==> src/rtl/clkSwPkg.sv <==
package clkSwPkg;
  typedef enum logic [1:0] {
    SRC_SLOW = 2'b00,
    SRC_FAST = 2'b01,
    SRC_PRI  = 2'b10
  } clkSrcE;

  typedef enum logic [1:0] {
    ST_IDLE = 2'b00,
    ST_OST  = 2'b01,
    ST_PLL  = 2'b10
  } swStateE;

  typedef struct packed {
    logic clrCnt;
    logic runOst;
    logic runPll;
    logic commitPri;
    logic commitInt;
  } swStrobeS;
endpackage

==> src/rtl/clkSwSync.sv <==
module clkSwSync #(
  parameter int WIDTH  = 1,
  parameter int STAGES = 2
) (
  input  logic             clk,
  input  logic             rstN,
  input  logic [WIDTH-1:0] asyncIn,
  output logic [WIDTH-1:0] syncOut
);
  logic [WIDTH-1:0] stage [STAGES];

  genvar s;
  generate
    for (s = 0; s < STAGES; s++) begin : gStage
      if (s == 0) begin : gFirst
        always_ff @(posedge clk or negedge rstN) begin
          if (!rstN) stage[0] <= '0;
          else       stage[0] <= asyncIn;
        end
      end else begin : gRest
        always_ff @(posedge clk or negedge rstN) begin
          if (!rstN) stage[s] <= '0;
          else       stage[s] <= stage[s-1];
        end
      end
    end
  endgenerate

  assign syncOut = stage[STAGES-1];
endmodule

==> src/rtl/clkSwCtrl.sv <==
module clkSwCtrl
  import clkSwPkg::*;
(
  input  logic     clk,
  input  logic     rstN,
  input  logic     targetPri,
  input  logic     usePll,
  input  logic     activePri,
  input  logic     ostDone,
  input  logic     pllReady,
  output swStrobeS strobe,
  output logic     pending
);
  swStateE state, stateNext;
  logic    pllMode;

  always_comb begin
    strobe    = '0;
    stateNext = state;
    unique case (state)
      ST_IDLE: begin
        if (targetPri && !activePri) begin
          strobe.clrCnt = 1'b1;
          stateNext     = ST_OST;
        end else if (!targetPri && activePri) begin
          strobe.commitInt = 1'b1;
        end
      end
      ST_OST: begin
        strobe.runOst = 1'b1;
        if (!targetPri) begin
          strobe.clrCnt = 1'b1;
          stateNext     = ST_IDLE;
        end else if (usePll != pllMode) begin
          strobe.clrCnt = 1'b1;
        end else if (ostDone) begin
          if (pllMode) begin
            stateNext = ST_PLL;
          end else begin
            strobe.commitPri = 1'b1;
            stateNext        = ST_IDLE;
          end
        end
      end
      ST_PLL: begin
        strobe.runPll = 1'b1;
        if (!targetPri) begin
          strobe.clrCnt = 1'b1;
          stateNext     = ST_IDLE;
        end else if (usePll != pllMode) begin
          strobe.clrCnt = 1'b1;
          stateNext     = ST_OST;
        end else if (pllReady) begin
          strobe.commitPri = 1'b1;
          stateNext        = ST_IDLE;
        end
      end
      default: stateNext = ST_IDLE;
    endcase
  end

  always_ff @(posedge clk or negedge rstN) begin
    if (!rstN) begin
      state   <= ST_IDLE;
      pllMode <= 1'b0;
    end else begin
      state <= stateNext;
      if (strobe.clrCnt) pllMode <= usePll;
    end
  end

  assign pending = (state != ST_IDLE);
endmodule

==> src/rtl/clkSwDatapath.sv <==
module clkSwDatapath
  import clkSwPkg::*;
#(
  parameter int FREQ_W    = 3,
  parameter int OST_TICKS = 1024,
  parameter int PLL_WAIT  = 64
) (
  input  logic              clk,
  input  logic              rstN,
  input  swStrobeS          strobe,
  input  logic [FREQ_W-1:0] freqSel,
  input  logic              intSrcSel,
  input  logic              priTickS,
  input  logic              fastStableS,
  input  logic              pllLockS,
  output logic              activePri,
  output logic              ostDone,
  output logic              pllReady,
  output logic              intStable,
  output logic              startupDone,
  output logic              fastOscEn,
  output logic [1:0]        clkSel
);
  localparam int OST_W = $clog2(OST_TICKS + 1);
  localparam int PLL_W = $clog2(PLL_WAIT + 1);

  logic             tickPrev, tickRise, fastWanted, pllTimerDone;
  logic [OST_W-1:0] ostCnt;
  logic [PLL_W-1:0] pllCnt;
  clkSrcE           srcSel;

  assign fastWanted   = (|freqSel) || intSrcSel;
  assign tickRise     = priTickS && !tickPrev;
  assign ostDone      = (ostCnt == OST_W'(OST_TICKS));
  assign pllTimerDone = (pllCnt == PLL_W'(PLL_WAIT));
  assign pllReady     = pllTimerDone && pllLockS;
  assign fastOscEn    = fastWanted && !activePri;

  always_ff @(posedge clk or negedge rstN) begin
    if (!rstN) begin
      tickPrev <= 1'b0;
      ostCnt   <= '0;
      pllCnt   <= '0;
    end else begin
      tickPrev <= priTickS;
      if (strobe.clrCnt) begin
        ostCnt <= '0;
        pllCnt <= '0;
      end else begin
        if (strobe.runOst && tickRise && !ostDone) ostCnt <= ostCnt + 1'b1;
        if (strobe.runPll && !pllTimerDone)        pllCnt <= pllCnt + 1'b1;
      end
    end
  end

  always_ff @(posedge clk or negedge rstN) begin
    if (!rstN) begin
      activePri   <= 1'b0;
      startupDone <= 1'b0;
      intStable   <= 1'b0;
    end else begin
      if (strobe.commitPri) begin
        activePri   <= 1'b1;
        startupDone <= 1'b1;
      end else if (strobe.commitInt) begin
        activePri   <= 1'b0;
        startupDone <= 1'b0;
      end
      intStable <= fastWanted && fastStableS && !activePri && !strobe.commitPri;
    end
  end

  always_comb begin
    if (activePri)                    srcSel = SRC_PRI;
    else if (intStable && fastWanted) srcSel = SRC_FAST;
    else                              srcSel = SRC_SLOW;
  end

  assign clkSel = srcSel;
endmodule

==> src/rtl/clkSrcSwitch.sv <==
module clkSrcSwitch
  import clkSwPkg::*;
#(
  parameter int FREQ_W      = 3,
  parameter int OST_TICKS   = 1024,
  parameter int PLL_WAIT    = 64,
  parameter int SYNC_STAGES = 2
) (
  input  logic              clk,
  input  logic              rstN,
  input  logic [FREQ_W-1:0] freqSel,
  input  logic              intSrcSel,
  input  logic [1:0]        sysClkSel,
  input  logic              usePll,
  input  logic              priTick,
  input  logic              fastStable,
  input  logic              pllLock,
  input  logic              wdtEn,
  input  logic              fscmEn,
  output logic [1:0]        clkSel,
  output logic              fastOscEn,
  output logic              priOscEn,
  output logic              rcEn,
  output logic              intStable,
  output logic              startupDone
);
  localparam int N_SYNC = 3;

  logic [N_SYNC-1:0] rawIn, syncIn;
  logic              targetPri, activePri, ostDone, pllReady, pending;
  swStrobeS          strobe;

  assign rawIn     = {pllLock, fastStable, priTick};
  assign targetPri = (sysClkSel == 2'b00);

  clkSwSync #(.WIDTH(N_SYNC), .STAGES(SYNC_STAGES)) sync_i (
    .clk(clk), .rstN(rstN), .asyncIn(rawIn), .syncOut(syncIn)
  );

  clkSwCtrl ctrl_i (
    .clk(clk), .rstN(rstN), .targetPri(targetPri), .usePll(usePll),
    .activePri(activePri), .ostDone(ostDone), .pllReady(pllReady),
    .strobe(strobe), .pending(pending)
  );

  clkSwDatapath #(.FREQ_W(FREQ_W), .OST_TICKS(OST_TICKS), .PLL_WAIT(PLL_WAIT)) dp_i (
    .clk(clk), .rstN(rstN), .strobe(strobe), .freqSel(freqSel),
    .intSrcSel(intSrcSel), .priTickS(syncIn[0]), .fastStableS(syncIn[1]),
    .pllLockS(syncIn[2]), .activePri(activePri), .ostDone(ostDone),
    .pllReady(pllReady), .intStable(intStable), .startupDone(startupDone),
    .fastOscEn(fastOscEn), .clkSel(clkSel)
  );

  assign priOscEn = targetPri || activePri;
  assign rcEn     = !activePri || pending || wdtEn || fscmEn;
endmodule

==> config.mk <==
export PLATFORM = sky130hd
export DESIGN_NAME = clkSrcSwitch
export DESIGN_NICKNAME = d
export VERILOG_FILES = /design/src/rtl/clkSwPkg.sv /design/src/rtl/clkSwSync.sv /design/src/rtl/clkSwCtrl.sv /design/src/rtl/clkSwDatapath.sv /design/src/rtl/clkSrcSwitch.sv
export SDC_FILE = /design/constraint.sdc
export NUM_CORES = 1
export LEC_CHECK = 0
export ABC_AREA = 1
export BUFFER_PORTS_ARGS = -buffer_cell sky130_fd_sc_hd__buf_2
export CAP_MARGIN = 20
export CORE_AREA = 2 2 67 69
export CTS_BUF_LIST = sky130_fd_sc_hd__clkbuf_2
export CTS_CLUSTER_DIAMETER = 150
export DETAILED_ROUTE_END_ITERATION = 8
export DIE_AREA = 0 0 69 71
export GPL_ROUTABILITY_DRIVEN = 1
export PLACE_DENSITY_LB_ADDON = 0.15
export SLEW_MARGIN = 20
export SYNTH_ARGS = -nofsm -noshare
export SYNTH_HDL_FRONTEND = slang
export SYNTH_SLANG_ARGS = --single-unit
==> constraint.sdc <==
create_clock -name clk -period 2.75 [get_ports clk]
set_clock_uncertainty 0.2 [all_clocks]
set_input_delay 0.275 -clock clk [delete_from_list [all_inputs] [get_ports clk]]
set_output_delay 0.275 -clock clk [all_outputs]
set_load 0.005 [all_outputs]
==> results of run 1 <==
-- sequential cells by signal, summed over array words and instances, names as in the netlist --
| register | flops |
|---|---|
| dp_i.intStable | 1 |
| dp_i.pllCnt | 7 |
| sync_i.syncOut | 3 |
| dp_i.tickPrev | 1 |
| dp_i.ostCnt | 11 |
| ctrl_i.state | 2 |
| sync_i.stage | 3 |
| dp_i.activePri | 1 |
| ctrl_i.pllMode | 1 |
-- synth_stat cells (all sizes together) --
cell type	count	share of area (%)
xor2	5	2.4
a21o	1	0.41
buf	7	3.1
nor2	32	7.9
xnor2	1	0.48
nor4	2	0.68
nor3	4	1.1
nand3	27	7.3
o21ai	8	2.2
nand3b	9	3.7
a21oi	4	1.1
nand2	69	14
inv	35	7.1
ha	8	5.4
nand4	7	2.4
dfrtp	30	41
-- cell type report --
class / instances / area, um^2
sequential: 30 / 751
multi-input combinational: 177 / 905
inverter: 35 / 131
tap: 52 / 65.1
timing repair buffer: 27 / 165
clock inverter: 2 / 8.76
clock buffer: 6 / 30.0
fill: 421 / 2150
-- kinds of logic after synthesis --
| logic type | share of synthesized area, % |
|---|---|
| fa+ha+maj | 5.43 |
| xor+xnor | 2.85 |
| flops | 40.7 |
| compound gates | 3.67 |
| simple gates | 37.1 |
| buf+inv | 10.2 |
-- per-stage QoR --
step | power [mW] | util (%) | cell area, um^2 | setup slack, ps
floorplan | 0.864 | - | 1840 | 1150
global placement | 0.920 | 46.8 | 1970 | 911
detailed placement | 0.925 | 46.8 | 1970 | 840
CTS | 1.15 | 48.9 | 2060 | 781
global route | 1.24 | 48.9 | 2060 | 623
finish | 1.14 | 48.9 | 2060 | 797
-- worst min path at each step --
stage                         start                 to  slack, ps  cells after the start
global route           sysClkSel[0]     dp_i.activePri        130                      4
floorplan                      rstN     ctrl_i.pllMode       -220                      0
detailed placement  sync_i.stage[4]  sync_i.syncOut[1]        140                      0
CTS                    sysClkSel[0]     dp_i.activePri         90                      4
finish                 sysClkSel[0]     dp_i.activePri        100                      4
global placement    sync_i.stage[5]  sync_i.syncOut[2]        130                      0
-- worst max-delay path, delay by kind of cell (launching register included) --
family / cells / cell delay, ps
adders and majority gates: 1 / 200
buffers and inverters: 3 / 560
DFF: 1 / 470
and+or+nand+nor: 6 / 460
-- power breakdown --
part           total [mW]  internal (mW)  switching, mW
logic               0.404          0.130          0.274
clock network       0.220         0.0625          0.158
registers           0.514          0.478         0.0368
-- layer usage --
layer	global-route usage, %	up-vias	part of all wire [%]
met4	7.19	0	1.5
li1	-	843	-
met5	0	-	0
met3	3.85	4	3.5
met2	27.1	24	47
met1	19.9	710	48
==> qor.txt, run 1 <==
outcome - finished clean
FF-to-FF Start - dp_i.ostCnt[0]
drt drc - 0
clock sinks - 30
sequential share of the synthesized area - 40.7%
nets - 298
root buf cell - clkbuf_2
first-pass GRT wire length - 6.32 mm
crit path capture - dp_i.ostCnt[1]
share of layout cells above drive strength 1 - 12.6%
crit path DAT - 2060 ps
H-tree depth - 2
clock buffer depth - 2
Non-Filler Instances - 329
dpl cells - 316
largest net degree at the start of global routing - 31
period utilization - 71.0%
Hold WS - 100 ps
Yosys cell types - 21
Final Critical Period - 1950 ps
Hold Crit Class - in2reg
area delta synth->final - 11.5%
CTS tree - built
buffers added on ports - 20
core area - 4200 um^2
hold_buf cts - 5
Max Fclk - 512 MHz
max-slew violations - 0
number of global-route vias before repair - 1449
syn nets - 271
die height - 71 um
gr ovfl total - 0
setup bufs post-CTS - 0
Slew headroom - 53.3%
Tot GR Track Use - 16.2%
Synth Instances - 249
CP cell instances - inv_1 -> ha_1 -> nand2_1 -> nor2_1 -> nand2_1 -> nand3_1 -> buf_4 -> inv_1 -> nand3_1 -> nand2_1
reg2reg end - dp_i.ostCnt[1]
most frequent cells in the layout - 69 x nand2_1, 34 x inv_1, 30 x dfrtp_1
drt wl/cell - 11.1 um
Hold Vio Cnt, Final - 0
Req. time, crit path - 2860 ps
Starting Density - 43.8%
first drt pass iteration count - 4
initial antenna violation count - 0
VDD IR-drop max - 0.411 mV
Post-Route WL - 3.65 mm
RePlAce Congestion - 0.784
Avg Inst Size Synth - 7.40 um^2
setup TNS - 0 ps
FF-to-FF setup slack - 800 ps
die footprint - 4900 um^2
# resized after CTS - 0
row count - 24
Setup crit end kind - flip-flop
setup violators final - 0
max_cap viols - 0
commonest non-fill, non-tap cell in the layout - nand2_1
CP Max Fanout - 12
Largest stage delay, worst path - 470 ps
Ys Warns - 0
worst-skew pair later-pin latency - 380 ps
R2R cell count - 10
cell mode on critical path - nand2_1
RSZ-0062 raised after global routing - false
final antenna-violating net count - 0
CTS buffer count - 5
CP startpoint kind - flip-flop
Iteration-0 DRC Markers - 78
routed vias - 1581
worst-margin pin slew - 700 ps
Detail Placement HPWL - 2.64 mm
worst setup path startpoint - dp_i.ostCnt[0]
Lkg Pwr - 1.08 nW
# diodes - 0
Mapped Area - 1840 um^2
io pins - 21
die width - 69 um
PD cells - 554 nW/um^2
Yosys reg bits - 30
slowest stage cell on the critical path - dfrtp_1
Clock transition at path regs - 170 ps
CP Class - reg2reg
vias per inst - 4.81
Note: power is estimated with default switching activity, not from simulation.
==> run 2: changes to the inputs <==
==> constraint.sdc (replaced) <==
create_clock -name clk -period 1.8 [get_ports clk]
set_clock_uncertainty 0.2 [all_clocks]
set_input_delay 0.18 -clock clk [delete_from_list [all_inputs] [get_ports clk]]
set_output_delay 0.18 -clock clk [all_outputs]
set_load 0.005 [all_outputs]
==> run 2 against run 1 <==
Sequential cell count did not move. Worst setup slack got worse by 700 ps. First-iteration DRC count rose by 36%. Sequential share of layout area fell by 1.7 points. Register-to-register slack got worse by 700 ps. Die area did not move. Non-clock buffer count rose by 9. Total power rose by 65%. Fmax rose by 15%. Final cell count rose by 2.7%. Clock-buffer cell count did not move. Routed wire length barely moved. Critical endpoint is now dp_i.ostCnt[0].
==> qor.txt, run 2 (synthesis results as in run 1) <==
Non-Filler Instances - 338 (+2.7%)
Clock transition at path regs - 170 ps (about the same)
RSZ-0062 raised after global routing - false
commonest non-fill, non-tap cell in the layout - nand2_1
final worst slack - 97.2 ps (-700 ps)
R2R cell count - 7 (-3)
crit path DAT - 1750 ps (-310 ps)
CP Class - reg2reg
Iteration-0 DRC Markers - 106 (+36%)
initial antenna violation count - 0 (unchanged)
first-pass GRT wire length - 6.40 mm (+1.3%)
io pins - 21 (unchanged)
Starting Density - 43.8% (unchanged)
CTS tree - built
Req. time, crit path - 1840 ps (-1020 ps)
setup TNS - 0 ps (unchanged)
RePlAce Congestion - 0.820 (+4.7%)
Tot GR Track Use - 16.3% (+0.14 points)
Hold Path End - dp_i.activePri
share of layout cells above drive strength 1 - 17.8% (+5.2 points)
largest net degree at the start of global routing - 31 (unchanged)
dpl cells - 320 (+1.3%)
Hold WS - 49.6 ps (-50.8 ps)
max_cap viols - 0 (unchanged)
worst-skew pair later-pin latency - 360 ps (-20 ps)
max-slew violations - 0 (unchanged)
area delta synth->final - 17.0%
Detail Placement HPWL - 2.65 mm (+0.49%)
CP Max Fanout - 27 (+15)
Post-Route WL - 3.65 mm (about the same)
vias per inst - 4.71 (-2.0%)
Largest register FFs - 11 (unchanged)
die footprint - 4900 um^2 (unchanged)
FF-to-FF setup slack - 100 ps (-700 ps)
drt wl/cell - 10.8 um (-2.7%)
period utilization - 94.6% (+24 points)
Max Fclk - 587 MHz (+15%)
CP startpoint kind - flip-flop
worst-margin pin slew - 693 ps (-7.43 ps)
die height - 71 um (unchanged)
# diodes - 0 (unchanged)
row count - 24 (unchanged)
Lkg Pwr - 1.13 nW (+4.6%)
reg2reg end - dp_i.ostCnt[0]
gr ovfl total - 0 (unchanged)
Hold Crit Class - in2reg
CTS buffer count - 5 (unchanged)
Top reg by flops - dp_i.ostCnt
routed vias - 1592 (+0.70%)
clock sinks - 30 (unchanged)
clock buffer depth - 2 (unchanged)
Slew headroom - 53.8% (+0.49 points)
VDD IR-drop max - 0.533 mV (+30%)
number of global-route vias before repair - 1486 (+2.6%)
setup violators final - 0 (unchanged)
root buf cell - clkbuf_2
outcome - finished clean
Tot Pwr - 1.87 mW (+65%)
FF-to-FF Start - ctrl_i.state[0]
die width - 69 um (unchanged)
buffers added on ports - 20 (unchanged)
Final Critical Period - 1700 ps (-250 ps)
Setup crit end kind - flip-flop
hold_sp - sysClkSel[1]
fin util - 51.3% (+2.4 points)
H-tree depth - 2 (unchanged)
most frequent cells in the layout - 68 x nand2_1, 30 x inv_1, 30 x dfrtp_1
core area - 4200 um^2 (unchanged)
final std cell area, no fill - 2160 um^2 (+4.9%)
nets - 307 (+3.0%)
Largest regs - dp_i.ostCnt (11), dp_i.pllCnt (7)
drt drc - 0 (unchanged)
Hold Vio Cnt, Final - 0 (unchanged)
pre-CTS WS - 75.0 ps (-765 ps)
first drt pass iteration count - 4 (unchanged)
final antenna-violating net count - 0 (unchanged)
Hold Path Depth - 6 (+2)
placed cell area - 2010 um^2 (+2.2%)
PD cells - 869 nW/um^2 (+57%)
-- run 2: power by group --
part | switching (mW) | total [mW] | internal [mW]
combinational | 0.458 | 0.761 | 0.303
clock | 0.239 | 0.335 | 0.0957
sequential | 0.0487 | 0.778 | 0.730
total | 0.746 | 1.87 | 1.13
-- run 2: final cells by class --
type,count,area [um^2]
timing repair buffer,36,250
inverter,35,131
tap,52,65.1
clock inverter,2,8.76
sequential,30,751
fill,433,2050
clock buffer,6,30.0
multi-input combinational,177,920
-- run 2: worst max path at each step --
stage	startpoint	end	slack (ps)	cells after the start
finish	ctrl_i.state[0]	dp_i.ostCnt[0]	100	7
global placement	dp_i.pllCnt[0]	dp_i.intStable	90	9
floorplan	ctrl_i.state[0]	dp_i.ostCnt[10]	200	8
detailed placement	dp_i.pllCnt[0]	dp_i.pllCnt[1]	70	10
CTS	dp_i.pllCnt[1]	dp_i.pllCnt[1]	40	10
global route	ctrl_i.state[1]	rcEn	7	4
-- run 2: worst max-delay path: stages, from the launching register on --
cell,delay [ps]
dfrtp_1,450
inv_2,60
ha_2,320
nand2_1,70
a21o_1,180
buf_12,160
o21ai_0,90
nor2_1,60
-- run 2: repair_timing --
action / in CTS / in global routing
setup buffers: 0 / 3
endpoints found under the hold margin: 35 / 0
hold buffers: 7 / 0
resized for setup: 0 / 11
endpoints found under the setup margin: 0 / 19
-- run 2: metal layers --
metal,up-vias,track usage (%),share of wire [%]
li1,859,-,-
met1,712,21.1,50
met2,16,26.1,46
met3,5,3.99,2.6
met4,0,7.19,1.3
met5,-,0,0
==> run 3: changes to the inputs <==
--- a/config.mk
+++ b/config.mk
@@ -8,11 +8,11 @@
 export ABC_AREA = 1
 export BUFFER_PORTS_ARGS = -buffer_cell sky130_fd_sc_hd__buf_2
 export CAP_MARGIN = 20
-export CORE_AREA = 2 2 67 69
+export CORE_AREA = 2 2 71 73
 export CTS_BUF_LIST = sky130_fd_sc_hd__clkbuf_2
 export CTS_CLUSTER_DIAMETER = 150
 export DETAILED_ROUTE_END_ITERATION = 8
-export DIE_AREA = 0 0 69 71
+export DIE_AREA = 0 0 73 75
 export GPL_ROUTABILITY_DRIVEN = 1
 export PLACE_DENSITY_LB_ADDON = 0.15
 export SLEW_MARGIN = 20
==> run 3 against run 2 <==
Total power decreased by 1.3%. Clock-buffer cell count did not move. Combinational power is 4.6% lower. First-iteration DRC count decreased by 25%. Die area up 12%.
==> qor.txt, run 3 (synthesis results as in run 1) <==
worst-skew pair later-pin latency - 360 ps (about the same)
CP Max Fanout - 5 (-81%)
RePlAce Congestion - 0.793 (-3.4%)
die height - 75 um (+5.6%)
Slew headroom - 54.3% (+0.53 points)
area delta synth->final - 16.4%
buffers added on ports - 20 (unchanged)
Detail Placement HPWL - 2.79 mm (+5.4%)
nets - 307 (unchanged)
CP startpoint kind - flip-flop
gr ovfl total - 0 (unchanged)
H-tree depth - 2 (unchanged)
crit path DAT - 1780 ps (+30 ps)
outcome - finished clean
# diodes - 0 (unchanged)
CTS buffer count - 5 (unchanged)
Top reg by flops - dp_i.ostCnt
Starting Density - 39.5% (-4.3 points)
clock buffer depth - 2 (unchanged)
Clock transition at path regs - 160 ps (about the same)
dpl cells - 323 (+0.94%)
commonest non-fill, non-tap cell in the layout - nand2_1
Final Critical Period - 1720 ps (+19.8 ps)
setup violators final - 0 (unchanged)
Lkg Pwr - 1.12 nW (-0.38%)
Tot GR Track Use - 16.3% (about the same)
sequential share of power - 42.1% (+0.6 points)
internal power - 1.10 mW (-2.4%)
worst-margin pin slew - 685 ps (-7.93 ps)
routed vias - 1617 (+1.6%)
Largest regs - dp_i.ostCnt (11), dp_i.pllCnt (7)
Max Fclk - 581 MHz (-1.2%)
Largest register FFs - 11 (unchanged)
first drt pass iteration count - 4 (unchanged)
Setup crit end kind - flip-flop
share of layout cells above drive strength 1 - 17.5% (-0.35 points)
Hold Crit Class - in2reg
initial antenna violation count - 0 (unchanged)
Req. time, crit path - 1860 ps (+20 ps)
VDD IR-drop max - 0.403 mV (-24%)
Post-Route WL - 3.85 mm (+5.5%)
Psw - 0.749 mW (+0.39%)
Non-Filler Instances - 340 (+0.59%)
PD cells - 862 nW/um^2 (-0.84%)
Clock power frac - 18.6% (+0.7 points)
die footprint - 5480 um^2 (+12%)
root buf cell - clkbuf_2
clock sinks - 30 (unchanged)
Iteration-0 DRC Markers - 79 (-25%)
largest net degree at the start of global routing - 31 (unchanged)
max-slew violations - 0 (unchanged)
period utilization - 95.7% (+1.1 points)
io pins - 21 (unchanged)
vias per inst - 4.76 (+0.97%)
first-pass GRT wire length - 6.89 mm (+7.5%)
CP Class - reg2reg
final antenna-violating net count - 0 (unchanged)
drt drc - 0 (unchanged)
core area - 4660 um^2 (+11%)
Sw Ratio - 40.5% (+0.68 points)
CTS tree - built
max_cap viols - 0 (unchanged)
drt wl/cell - 11.3 um (+4.8%)
row count - 25 (+4.2%)
die width - 73 um (+5.8%)
most frequent cells in the layout - 68 x nand2_1, 31 x inv_1, 30 x dfrtp_1
RSZ-0062 raised after global routing - true
Hold Vio Cnt, Final - 0 (unchanged)
Hold WS - 26.7 ps (-23.0 ps)
number of global-route vias before repair - 1623 (+9.2%)
Logic pwr share - 39.2% (-1.4 points)
-- run 3: cell count changes in the layout (fill, tap and decap cells not counted) --
| cell | previous run | this run |
|---|---|---|
| dlygate4sd3_1 | 7 | 6 |
| inv_2 | 5 | 4 |
| o21ai_0 | 6 | 5 |
| buf_12 | 1 | 0 |
| nor2_4 | 0 | 1 |
| ha_1 | 7 | 8 |
| nor2_2 | 6 | 5 |
| ha_2 | 1 | 0 |
| o21ai_1 | 2 | 3 |
| inv_1 | 30 | 31 |
| buf_4 | 8 | 10 |
-- run 3: worst paths after layout --
check                                     start           endpoint  slack, ps  cells past startpoint
worst max-delay path             dp_i.ostCnt[0]     dp_i.ostCnt[0]         80                      9
worst min-delay path               sysClkSel[1]     dp_i.activePri         30                      4
worst max register to register   dp_i.ostCnt[0]     dp_i.ostCnt[0]         80                      9
worst min register to register  sync_i.stage[3]  sync_i.syncOut[0]        170                      0
max in group asynchronous                  rstN     dp_i.ostCnt[0]        790                      2
min in group asynchronous                  rstN    sync_i.stage[4]        160                      2
-- run 3: stage by stage --
step / instance area (um^2) / setup WS [ps] / setup TNS (ps) / total power [mW] / util, %
after floorplan: 1840 / 197 / 0 / 1.32 / -
after global placement: 2010 / 54.0 / 0 / 1.49 / 43.1
after detailed placement: 2010 / 69.6 / 0 / 1.48 / 43.1
after CTS: 2110 / 9.14 / 0 / 1.85 / 45.2
after global routing: 2150 / -6.33 / -14.7 / 2.02 / 46.0
final: 2150 / 77.4 / 0 / 1.85 / 46.0
-- run 3: power groups by stage --
stage | logic [mW] | registers, mW | clock network (mW)
finish | 0.726 | 0.779 | 0.345
CTS | 0.705 | 0.778 | 0.366
global placement | 0.698 | 0.791 | 0
global route | 0.834 | 0.787 | 0.401
detailed placement | 0.688 | 0.793 | 0
floorplan | 0.537 | 0.783 | 0
-- run 3: worst max-delay path: stages, from the launching register on --
cell and delay, ps:
dfrtp_1 410, inv_1 90, ha_1 200, nand2_1 70, nor2_1 40, nand2_1 110, nand3_2 110, buf_4 170
o21ai_0 160, nor2_1 60
-- run 3: final cells by class --
| cell class | count | area (um^2) |
|---|---|---|
| tap | 54 | 67.6 |
| fill | 470 | 2510 |
| inverter | 35 | 131 |
| clock inverter | 2 | 8.76 |
| timing repair buffer | 36 | 235 |
| multi-input combinational | 177 | 922 |
| sequential | 30 | 751 |
| clock buffer | 6 | 30.0 |
-- run 3: repair_timing --
| action | in CTS | in global routing |
|---|---|---|
| setup endpoints to repair | 0 | 22 |
| hold endpoints to repair | 35 | 0 |
| gates resized for setup | 0 | 11 |
| setup buffers | 0 | 3 |
| hold buffers | 6 | 0 |
-- run 3: routing by layer --
layer	track usage, %	up-vias	part of all wire, %
li1	-	856	-
met1	19.5	740	48
met2	28.3	19	49
met3	3.75	2	2.3
met4	6.58	0	0.73
met5	0	-	0
